[src/rtl/ep_irq_pkg.sv]
// Package ep_irq_pkg
// Shared constants for the endpoint interrupt status register: word width,
// control-endpoint flag ordering inside the edge detector vector.
package ep_irq_pkg;
    localparam int unsigned REG_W      = 32;
    localparam int unsigned CTL_FLAGS  = 5;
    // Positions of the control-endpoint flags in the packed flag vector
    localparam int unsigned CTL_OUT    = 0;
    localparam int unsigned CTL_IN     = 1;
    localparam int unsigned CTL_STALL  = 2;
    localparam int unsigned CTL_SETUP  = 3;
    localparam int unsigned CTL_DEND   = 4;
    // Per-IN-endpoint flag ordering inside its group of three
    localparam int unsigned IN_GRP     = 3;
    localparam int unsigned IN_RDY     = 0;
    localparam int unsigned IN_FLUSH   = 1;
    localparam int unsigned IN_STALL   = 2;
endpackage

[src/rtl/ep_irq_edge.sv]
// Module ep_irq_edge
// Detects single-cycle rising and falling edges on a vector of level flags by
// comparing each flag with its value at the previous clock edge.
// Assumes: flags are synchronous to clk. The history register samples the
// flags even while reset is asserted, so a flag already high at reset exit
// produces no spurious edge.
module ep_irq_edge #(
    parameter int unsigned W = 4
) (
    input  logic         clk,
    input  logic         rst_n,
    input  logic [W-1:0] sig,
    output logic [W-1:0] rise,
    output logic [W-1:0] fall
);
    logic [W-1:0] prev_q;

    // History register: previous-cycle copy of every flag
    always_ff @(posedge clk) begin
        prev_q <= sig;
    end

    // Edge decode against the history copy
    always_comb begin
        rise = sig & ~prev_q;
        fall = prev_q & ~sig;
    end

    for (genvar i = 0; i < W; i++) begin : g_chk
        // a transition of the flag is reported as an edge
        p_rise_seen_r5: assert property (@(posedge clk) disable iff (!rst_n)
            $rose(sig[i]) |-> rise[i]);
        p_fall_seen_r3: assert property (@(posedge clk) disable iff (!rst_n)
            $fell(sig[i]) |-> fall[i]);
        // a steady flag reports no edge
        p_steady_quiet_r7: assert property (@(posedge clk) disable iff (!rst_n)
            $stable(sig[i]) |-> !(rise[i] || fall[i]));
    end
endmodule

[src/rtl/ep_irq_pend.sv]
// Module ep_irq_pend
// Bank of sticky pending bits. A set request raises its bit; a clear request
// drops every bit not set again in the same cycle, so no event is lost.
// Assumes: set and clr are single-cycle decoded strobes from the same clock.
module ep_irq_pend #(
    parameter int unsigned N = 4
) (
    input  logic         clk,
    input  logic         rst_n,
    input  logic [N-1:0] set,
    input  logic         clr,
    output logic [N-1:0] pend
);
    logic [N-1:0] pend_q;

    // Pending state: clear on read, then merge this cycle's set requests
    always_ff @(posedge clk) begin
        if (!rst_n) begin
            pend_q <= '0;
        end else begin
            pend_q <= (clr ? '0 : pend_q) | set;
        end
    end

    assign pend = pend_q;

    // without a clear, no pending bit ever drops
    p_sticky_r12: assert property (@(posedge clk) disable iff (!rst_n)
        !clr |=> ((pend & $past(pend)) == $past(pend)));
    // a clear with no new event empties the bank
    p_clear_all_r8: assert property (@(posedge clk) disable iff (!rst_n)
        (clr && (set == '0)) |=> (pend == '0));
    // an event coinciding with a clear survives it
    p_keep_event_r10: assert property (@(posedge clk) disable iff (!rst_n)
        clr |=> ((pend & $past(set)) == $past(set)));
endmodule

[src/rtl/ep_irq_status.sv]
// Module ep_irq_status
// Read-only endpoint interrupt status word: bit 0 for the control endpoint,
// bits 1..NUM_IN for the IN endpoints, upper bits reserved as zero. A read
// at REG_OFS returns the word and clears it; irq is the OR of the bits.
// Assumes: rd_en is a one-cycle strobe per read; read data is combinational
// and is zero outside a hit read; there is no write path.
module ep_irq_status
    import ep_irq_pkg::*;
#(
    parameter int unsigned ADDR_W  = 8,
    parameter int unsigned NUM_IN  = 3,
    parameter logic [ADDR_W-1:0] REG_OFS = 8'h08
) (
    input  logic              clk,
    input  logic              rst_n,
    input  logic              rd_en,
    input  logic [ADDR_W-1:0] rd_addr,
    output logic [REG_W-1:0]  rd_data,
    input  logic              ctl_out_rdy,
    input  logic              ctl_in_rdy,
    input  logic              ctl_stall_sent,
    input  logic              ctl_setup_end,
    input  logic              ctl_data_end,
    input  logic [NUM_IN-1:0] in_pkt_rdy,
    input  logic [NUM_IN-1:0] in_flush,
    input  logic [NUM_IN-1:0] in_stall_sent,
    output logic              irq
);
    localparam int unsigned NBITS  = NUM_IN + 1;
    localparam int unsigned IN_W   = NUM_IN * IN_GRP;
    localparam int unsigned RSVD_W = REG_W - NBITS;

    logic [CTL_FLAGS-1:0] ctl_vec, ctl_rise, ctl_fall;
    logic [IN_W-1:0]      in_vec, in_rise, in_fall;
    logic [NBITS-1:0]     evt;
    logic [NBITS-1:0]     pend;
    logic                 hit;

    // Pack control-endpoint flags in package order
    always_comb begin
        ctl_vec            = '0;
        ctl_vec[CTL_OUT]   = ctl_out_rdy;
        ctl_vec[CTL_IN]    = ctl_in_rdy;
        ctl_vec[CTL_STALL] = ctl_stall_sent;
        ctl_vec[CTL_SETUP] = ctl_setup_end;
        ctl_vec[CTL_DEND]  = ctl_data_end;
    end

    ep_irq_edge #(.W(CTL_FLAGS)) u_ctl_edge (
        .clk  (clk),
        .rst_n(rst_n),
        .sig  (ctl_vec),
        .rise (ctl_rise),
        .fall (ctl_fall)
    );

    // Control endpoint: any of the five qualifying transitions
    always_comb begin
        evt[0] = ctl_rise[CTL_OUT] | ctl_fall[CTL_IN] | ctl_rise[CTL_STALL]
               | ctl_rise[CTL_SETUP] | ctl_fall[CTL_DEND];
    end

    for (genvar e = 0; e < NUM_IN; e++) begin : g_in
        // Group each IN endpoint's three flags
        assign in_vec[e*IN_GRP + IN_RDY]   = in_pkt_rdy[e];
        assign in_vec[e*IN_GRP + IN_FLUSH] = in_flush[e];
        assign in_vec[e*IN_GRP + IN_STALL] = in_stall_sent[e];
        // IN endpoint: packet-ready falls, flush starts, or stall is sent
        assign evt[e+1] = in_fall[e*IN_GRP + IN_RDY]
                        | in_rise[e*IN_GRP + IN_FLUSH]
                        | in_rise[e*IN_GRP + IN_STALL];
    end

    ep_irq_edge #(.W(IN_W)) u_in_edge (
        .clk  (clk),
        .rst_n(rst_n),
        .sig  (in_vec),
        .rise (in_rise),
        .fall (in_fall)
    );

    // Address decode for the clearing read
    assign hit = rd_en && (rd_addr == REG_OFS);

    ep_irq_pend #(.N(NBITS)) u_pend (
        .clk  (clk),
        .rst_n(rst_n),
        .set  (evt),
        .clr  (hit),
        .pend (pend)
    );

    // Read mux: status word on a hit, zeros otherwise
    always_comb begin
        rd_data = hit ? {{RSVD_W{1'b0}}, pend} : '0;
    end

    // Interrupt request: any pending bit
    assign irq = |pend;

    // reserved bits never drive a one
    p_rsvd_zero_r2: assert property (@(posedge clk) disable iff (!rst_n)
        rd_data[REG_W-1:NBITS] == '0);
    // no strobe, no data
    p_idle_zero_r2: assert property (@(posedge clk) disable iff (!rst_n)
        !rd_en |-> (rd_data == '0));
    // on a read, irq agrees with the returned bits
    p_irq_match_r11: assert property (@(posedge clk) disable iff (!rst_n)
        hit |-> (irq == (rd_data[NBITS-1:0] != '0)));
    // the first cycle after reset shows nothing pending
    p_reset_clean_r1: assert property (@(posedge clk)
        !$past(rst_n) |-> !irq);
endmodule

[config.mk]
export PLATFORM = sky130hd
export DESIGN_NAME = ep_irq_status
export DESIGN_NICKNAME = d
export VERILOG_FILES = /design/src/rtl/ep_irq_pkg.sv /design/src/rtl/ep_irq_edge.sv /design/src/rtl/ep_irq_pend.sv /design/src/rtl/ep_irq_status.sv
export SDC_FILE = /design/constraint.sdc
export NUM_CORES = 1
export LEC_CHECK = 0
export BUFFER_PORTS_ARGS = -buffer_cell sky130_fd_sc_hd__buf_2
export CAP_MARGIN = 40
export CORE_ASPECT_RATIO = 1.5
export CORE_MARGIN = 5
export CORE_UTILIZATION = 46
export DETAILED_ROUTE_END_ITERATION = 8
export PLACE_DENSITY = 0.94
export SETUP_SLACK_MARGIN = 0.4
export SYNTH_ARGS = -nofsm -noshare
export SYNTH_HDL_FRONTEND = slang
export SYNTH_HIERARCHICAL = 1
export SYNTH_SLANG_ARGS = --single-unit
[constraint.sdc]
create_clock -name clk -period 4.15 [get_ports clk]
set_input_delay 0.83 -clock clk [delete_from_list [all_inputs] [get_ports clk]]
set_output_delay 0.83 -clock clk [all_outputs]
set_load 0.05 [all_outputs]
==> run_results.csv, run 1 <==
group,metric,value,unit
die,rows,19,
layout,regArea,360,um^2
routing,routed_via_density,4.27,
timing,final.period_utilization,67.2,%
global_route,grt_pass1_vias,556,
clock_tree,clockRootBuffer,"clkbuf_4",
logic_synthesis,ys_warn_count,6,
clock_tree,clkTransAtPathRegs,0.09,ns
timing,finalClockSkew,0.00348,ns
placed_design,io_buffers,29,
layout,area_growth,9.38,%
setup_path,worst-path-max-fanout,5,
timing,hold_viol,0,
die,fp.dieH,64.4,um
die,start_util,48.9,%
routing,first_pass_iters,2,
die,die_area,2980,um^2
logic_synthesis,syn_inst,88,
die,core_area,1850,um^2
timing,fin_tns_setup,0,ns
placed_design,dp.cells,137,
clock_tree,cts_tree,"built",
power_and_ir_drop,power_leakage,0.499,nW
layout,finalNonFillerCells,140,
clock_tree,htree_levels,1,
setup_path,worstPathRequired,3.32,ns
setup_path,worst-path-buf-inv,2,
setup_path,end_kind,"primary output",
outcome,status,"complete, no violations",
clock_tree,clkSinkCount,18,
global_route,antenna_found_initial,0,
die,pin_count,58,
clock_tree,post_cts_buffers,0,
layout,nets,146,
clock_tree,clockBufferDepth,2,
layout,final_cell_area,992,um^2
run,drv_cap,0,
routing,detailroute.via_count,598,
setup_path,worstPathCellList,"buf_2 > or4b_4 > nor3_2 > buf_2",
layout,final_layout_size_suffix_gt1_share,43.7,%
clock_tree,numCtsBuffers,3,
routing,finalWirelength,1470,um
min_path,hp-class,"reg -> reg",
power_and_ir_drop,peakVddDrop,0.210,mV
clock_tree,ctsResizeCount,0,
layout,layout_commonest_cell,"buf_2",
power_and_ir_drop,power-per-cell-area,361,nW/um^2
routing,drtAntennaViolNets,0,
setup_path,crit_path_max_incr_delay,0.58,ns
global_route,globalRoute.totalOverflow,0,
placed_design,dpl_cell_area,970,um^2
routing,drt_iter0_markers,2,
clock_tree,cts_hold_buffers,0,
setup_path,crit_path_start_kind,"primary input",
global_route,grt_pass1_wl,2250,um
clock_tree,insertion_delay,0.28,ns
die,dieWidth,46.3,um
routing,wire_per_inst,10.5,um
layout,layout_common_cells,"buf_2 (29), conb_1 (28), dfxtp_1 (18)",
routing,route.detailed.drc,0,
timing,setup_viol,0,
logic_synthesis,syn_area_per_cell,10.3,um^2
setup_path,cp_data_arrival_time,1.96,ns
setup_path,cp_top_family,"simple AND/OR/NAND/NOR gates",
layout,multi_input_area,438,um^2
placed_design,gp_congestion,0.637,
layout,antennaDiodeCount,0,
logic_synthesis,netlist_area,907,um^2
timing,min_period,2.79,ns
layout,n_fill_cell,188,
global_route,grt_max_degree,10,
layout,utilization,53.5,%
setup_path,cp_common_cell,"buf_2",
timing,max_freq,0.359,GHz
global_route,grtUsageTotal,10.5,%
placed_design,place_hpwl,1290,um
setup_path,critPathKind,"in -> out",
timing,maxSlewViolCount,0,
setup_path,critPathSlowestCell,"or4b_4",
power_and_ir_drop,total_power,0.000359,W
timing,rsz0062_at_grt,"false",
[where the power goes]
part | leakage, nW | switching [W] | internal [W]
Clock | 0.0138 | 0.0000458 | 0.0000337
Combinational | 0.333 | 0.0000709 | 0.0000220
Sequential | 0.152 | 0.00000308 | 0.000183
[final cells by class]
type,count,area share [%]
well taps,21,2.65
multi-input cells,69,44.1
repair buffers,29,14.6
clock buffers,3,2.27
flip-flops and latches,18,36.3
[through the flow]
step	setup WS [ns]	hold slack, ns
2_1_floorplan	1.24	0.549
3_3_place_gp	1.37	0.578
3_5_place_dp	1.34	0.575
4_1_cts	1.34	0.604
5_1_grt	1.31	0.624
6_report	1.36	0.597
[tightest hold or removal path: cells and delay by family (launching register included)]
| family | cells | cell delay, ns |
|---|---|---|
| AND/OR/NAND/NOR | 1 | 0.13 |
| AO/OA/AOI/OAI | 1 | 0.11 |
| flip-flops | 1 | 0.34 |
[per-layer routing]
metal	global-route usage [%]	up-vias	share of wire (%)
li1	-	300	-
met1	10.9	250	31
met2	16.7	44	50
met3	3.65	4	17
met4	7.47	0	1.8
met5	0	-	0
[sequential cells by signal (all words and copies together), names as in the netlist]
register           flops
u_ctl_edge/prev_q      5
u_in_edge/prev_q       9
u_pend/pend            4
[worst paths after layout]
kind | startpoint | end | slack [ns] | depth (start not counted)
setup / recovery | rd_addr[4] | rd_data[2] | 1.36 | 4
hold / removal | u_pend/pend[1] | u_pend/pend[1] | 0.60 | 2
setup reg to reg | u_in_edge/prev_q[4] | u_pend/pend[2] | 2.98 | 3
hold reg to reg | u_pend/pend[1] | u_pend/pend[1] | 0.60 | 2
(Power assumes the default switching activity.)
==> run 2: changes to the inputs <==
--- a/config.mk
+++ b/config.mk
@@ -5,13 +5,14 @@
 export SDC_FILE = /design/constraint.sdc
 export NUM_CORES = 1
 export LEC_CHECK = 0
+export ABC_AREA = 1
 export BUFFER_PORTS_ARGS = -buffer_cell sky130_fd_sc_hd__buf_2
 export CAP_MARGIN = 40
 export CORE_ASPECT_RATIO = 1.5
 export CORE_MARGIN = 5
-export CORE_UTILIZATION = 46
+export CORE_UTILIZATION = 38
 export DETAILED_ROUTE_END_ITERATION = 8
-export PLACE_DENSITY = 0.94
+export PLACE_DENSITY = 0.85
 export SETUP_SLACK_MARGIN = 0.4
 export SYNTH_ARGS = -nofsm -noshare
 export SYNTH_HDL_FRONTEND = slang
==> constraint.sdc (replaced) <==
create_clock -name clk -period 2.2 [get_ports clk]
set_input_delay 0.44 -clock clk [delete_from_list [all_inputs] [get_ports clk]]
set_output_delay 0.44 -clock clk [all_outputs]
set_load 0.05 [all_outputs]
==> run 2 against run 1 <==
Effect of this change:
- first-iteration DRC count is 100% lower
- synthesized cell count is 25% higher
- sequential share of layout area is 0.51 points higher
- largest power group unchanged
- non-clock buffer count stayed put
- utilization is 9.7 points lower
- highest routed layer unchanged
- global-route usage is 2.4 points lower
- largest cell class is now registers
- synthesized area is 3.3% lower
- combinational power is 86% higher
- sequential power is 89% higher
- setup slack worse by 0.85 ns
==> run_results.csv, run 2 <==
group,metric,value,unit
outcome,status,"complete, no violations",
min_path,hp-class,"in -> reg",
setup_path,critPathKind,"in -> out",
timing,max_freq,0.592,GHz
setup_path,cp_data_arrival_time,1.25,ns
global_route,antenna_found_initial,0,
clock_tree,post_cts_buffers,0,
global_route,globalRoute.totalOverflow,0,
layout,largest_reg_flops,9,
power_and_ir_drop,seqPwrFrac,49.1,%
die,core_area,2230,um^2
die,die_area,3390,um^2
routing,first_pass_iters,1,
global_route,grt_pass1_wl,2070,um
layout,area_growth,11.6,%
timing,final.period_utilization,76.7,%
placed_design,io_buffers,29,
clock_tree,numCtsBuffers,3,
power_and_ir_drop,total_power,0.000716,W
power_and_ir_drop,power-per-cell-area,732,nW/um^2
layout,final_layout_size_suffix_gt1_share,28.9,%
timing,fin_tns_setup,0,ns
power_and_ir_drop,power_frac_comb,24.2,%
routing,drt_iter0_markers,0,
logic_synthesis,netlist_area,877,um^2
layout,layout_commonest_cell,"buf_2",
power_and_ir_drop,power_leakage,0.594,nW
routing,detailroute.via_count,641,
clock_tree,cts_hold_buffers,0,
setup_path,crit_path_start_kind,"primary input",
timing,setup_viol,0,
setup_path,worst-path-max-fanout,5,
timing,min_period,1.69,ns
clock_tree,clkTransAtPathRegs,0.09,ns
die,fp.dieH,68.8,um
global_route,grt_pass1_vias,535,
timing,finalClockSkew,0.00159,ns
clock_tree,ctsResizeCount,0,
logic_synthesis,ys_warn_count,6,
routing,routed_via_density,3.88,
setup_path,worstPathRequired,1.76,ns
clock_tree,cts_tree,"built",
clock_tree,insertion_delay,0.28,ns
routing,wire_per_inst,8.24,um
logic_synthesis,syn_area_per_cell,7.97,um^2
timing,rsz0062_at_grt,"false",
power_and_ir_drop,internal_power,0.000478,W
clock_tree,clkSinkCount,18,
clock_tree,htree_levels,1,
placed_design,place_hpwl,1250,um
power_and_ir_drop,clock_power_share,26.8,%
routing,finalWirelength,1360,um
global_route,grtUsageTotal,8.09,%
die,pin_count,58,
layout,nets,168,
logic_synthesis,syn_inst,110,
placed_design,gp_congestion,0.610,
layout,top_register,"u_in_edge/prev_q",
timing,maxSlewViolCount,0,
run,drv_cap,0,
layout,antennaDiodeCount,0,
die,dieWidth,49.2,um
layout,layout_common_cells,"buf_2 (29), conb_1 (28), inv_1 (23)",
die,rows,21,
power_and_ir_drop,p_sw,0.000238,W
clock_tree,clockRootBuffer,"clkbuf_4",
global_route,grt_max_degree,11,
routing,route.detailed.drc,0,
routing,drtAntennaViolNets,0,
power_and_ir_drop,switching_share,33.2,%
die,start_util,39.3,%
timing,hold_viol,0,
setup_path,end_kind,"primary output",
clock_tree,clockBufferDepth,2,
power_and_ir_drop,peakVddDrop,0.462,mV
==> run 2: path summary, 6_finish.rpt <==
check	startpoint	end	slack, ns	cells past startpoint
worst max-delay path	rd_addr[7]	rd_data[3]	0.51	5
worst max register to register	u_in_edge/prev_q[7]	u_pend/pend[3]	1.26	4
worst min-delay path	in_stall_sent[0]	u_in_edge/prev_q[2]	0.27	1
worst min register to register	u_pend/pend[0]	u_pend/pend[0]	0.47	2
==> run 2: worst max-delay path, cell delays in order <==
cell and delay, ns:
buf_2 0.10, nor2_1 0.14, nand3_2 0.16, nor3_2 0.13
buf_2 0.28
==> run 2: layout make-up <==
cell class | instances | area (um^2)
clock buffer | 4 | 36.3
fill | 249 | 1250
inverter | 24 | 90.1
multi-input combinational | 67 | 318
sequential | 18 | 360
tap | 23 | 28.8
timing repair buffer | 29 | 145
==> run 2: per-stage QoR <==
stage / utilization, % / instances / setup WS [ns] / hold slack (ns) / area, um^2
after global placement: 42.2 / 161 / 0.536 / 0.451 / 942
final: 43.8 / 165 / 0.512 / 0.266 / 978
after CTS: 43.8 / 165 / 0.485 / 0.252 / 978
after global routing: 43.8 / 165 / 0.460 / 0.247 / 978
after floorplan: - / 137 / 0.428 / 0.439 / 978
after detailed placement: 42.2 / 161 / 0.478 / 0.454 / 942
==> run 2: power by group through the flow <==
| stage | combinational [W] | sequential, W | clock [W] |
|---|---|---|---|
| 6_report | 0.000173 | 0.000351 | 0.000192 |
| 5_1_grt | 0.000187 | 0.000353 | 0.000216 |
| 4_1_cts | 0.000173 | 0.000352 | 0.000203 |
| 3_5_place_dp | 0.000173 | 0.000359 | 0 |
| 3_3_place_gp | 0.000171 | 0.000358 | 0 |
| 2_1_floorplan | 0.000181 | 0.000358 | 0 |
==> run 2: metal layers <==
| layer | share of wire, % | global-route usage (%) | routed length, um |
|---|---|---|---|
| met3 | 20 | 3.01 | 266 |
| met2 | 52 | 16.8 | 711 |
| met1 | 26 | 5.53 | 356 |
| met4 | 2.0 | 6.06 | 27 |
| met5 | 0 | 0 | 0 |
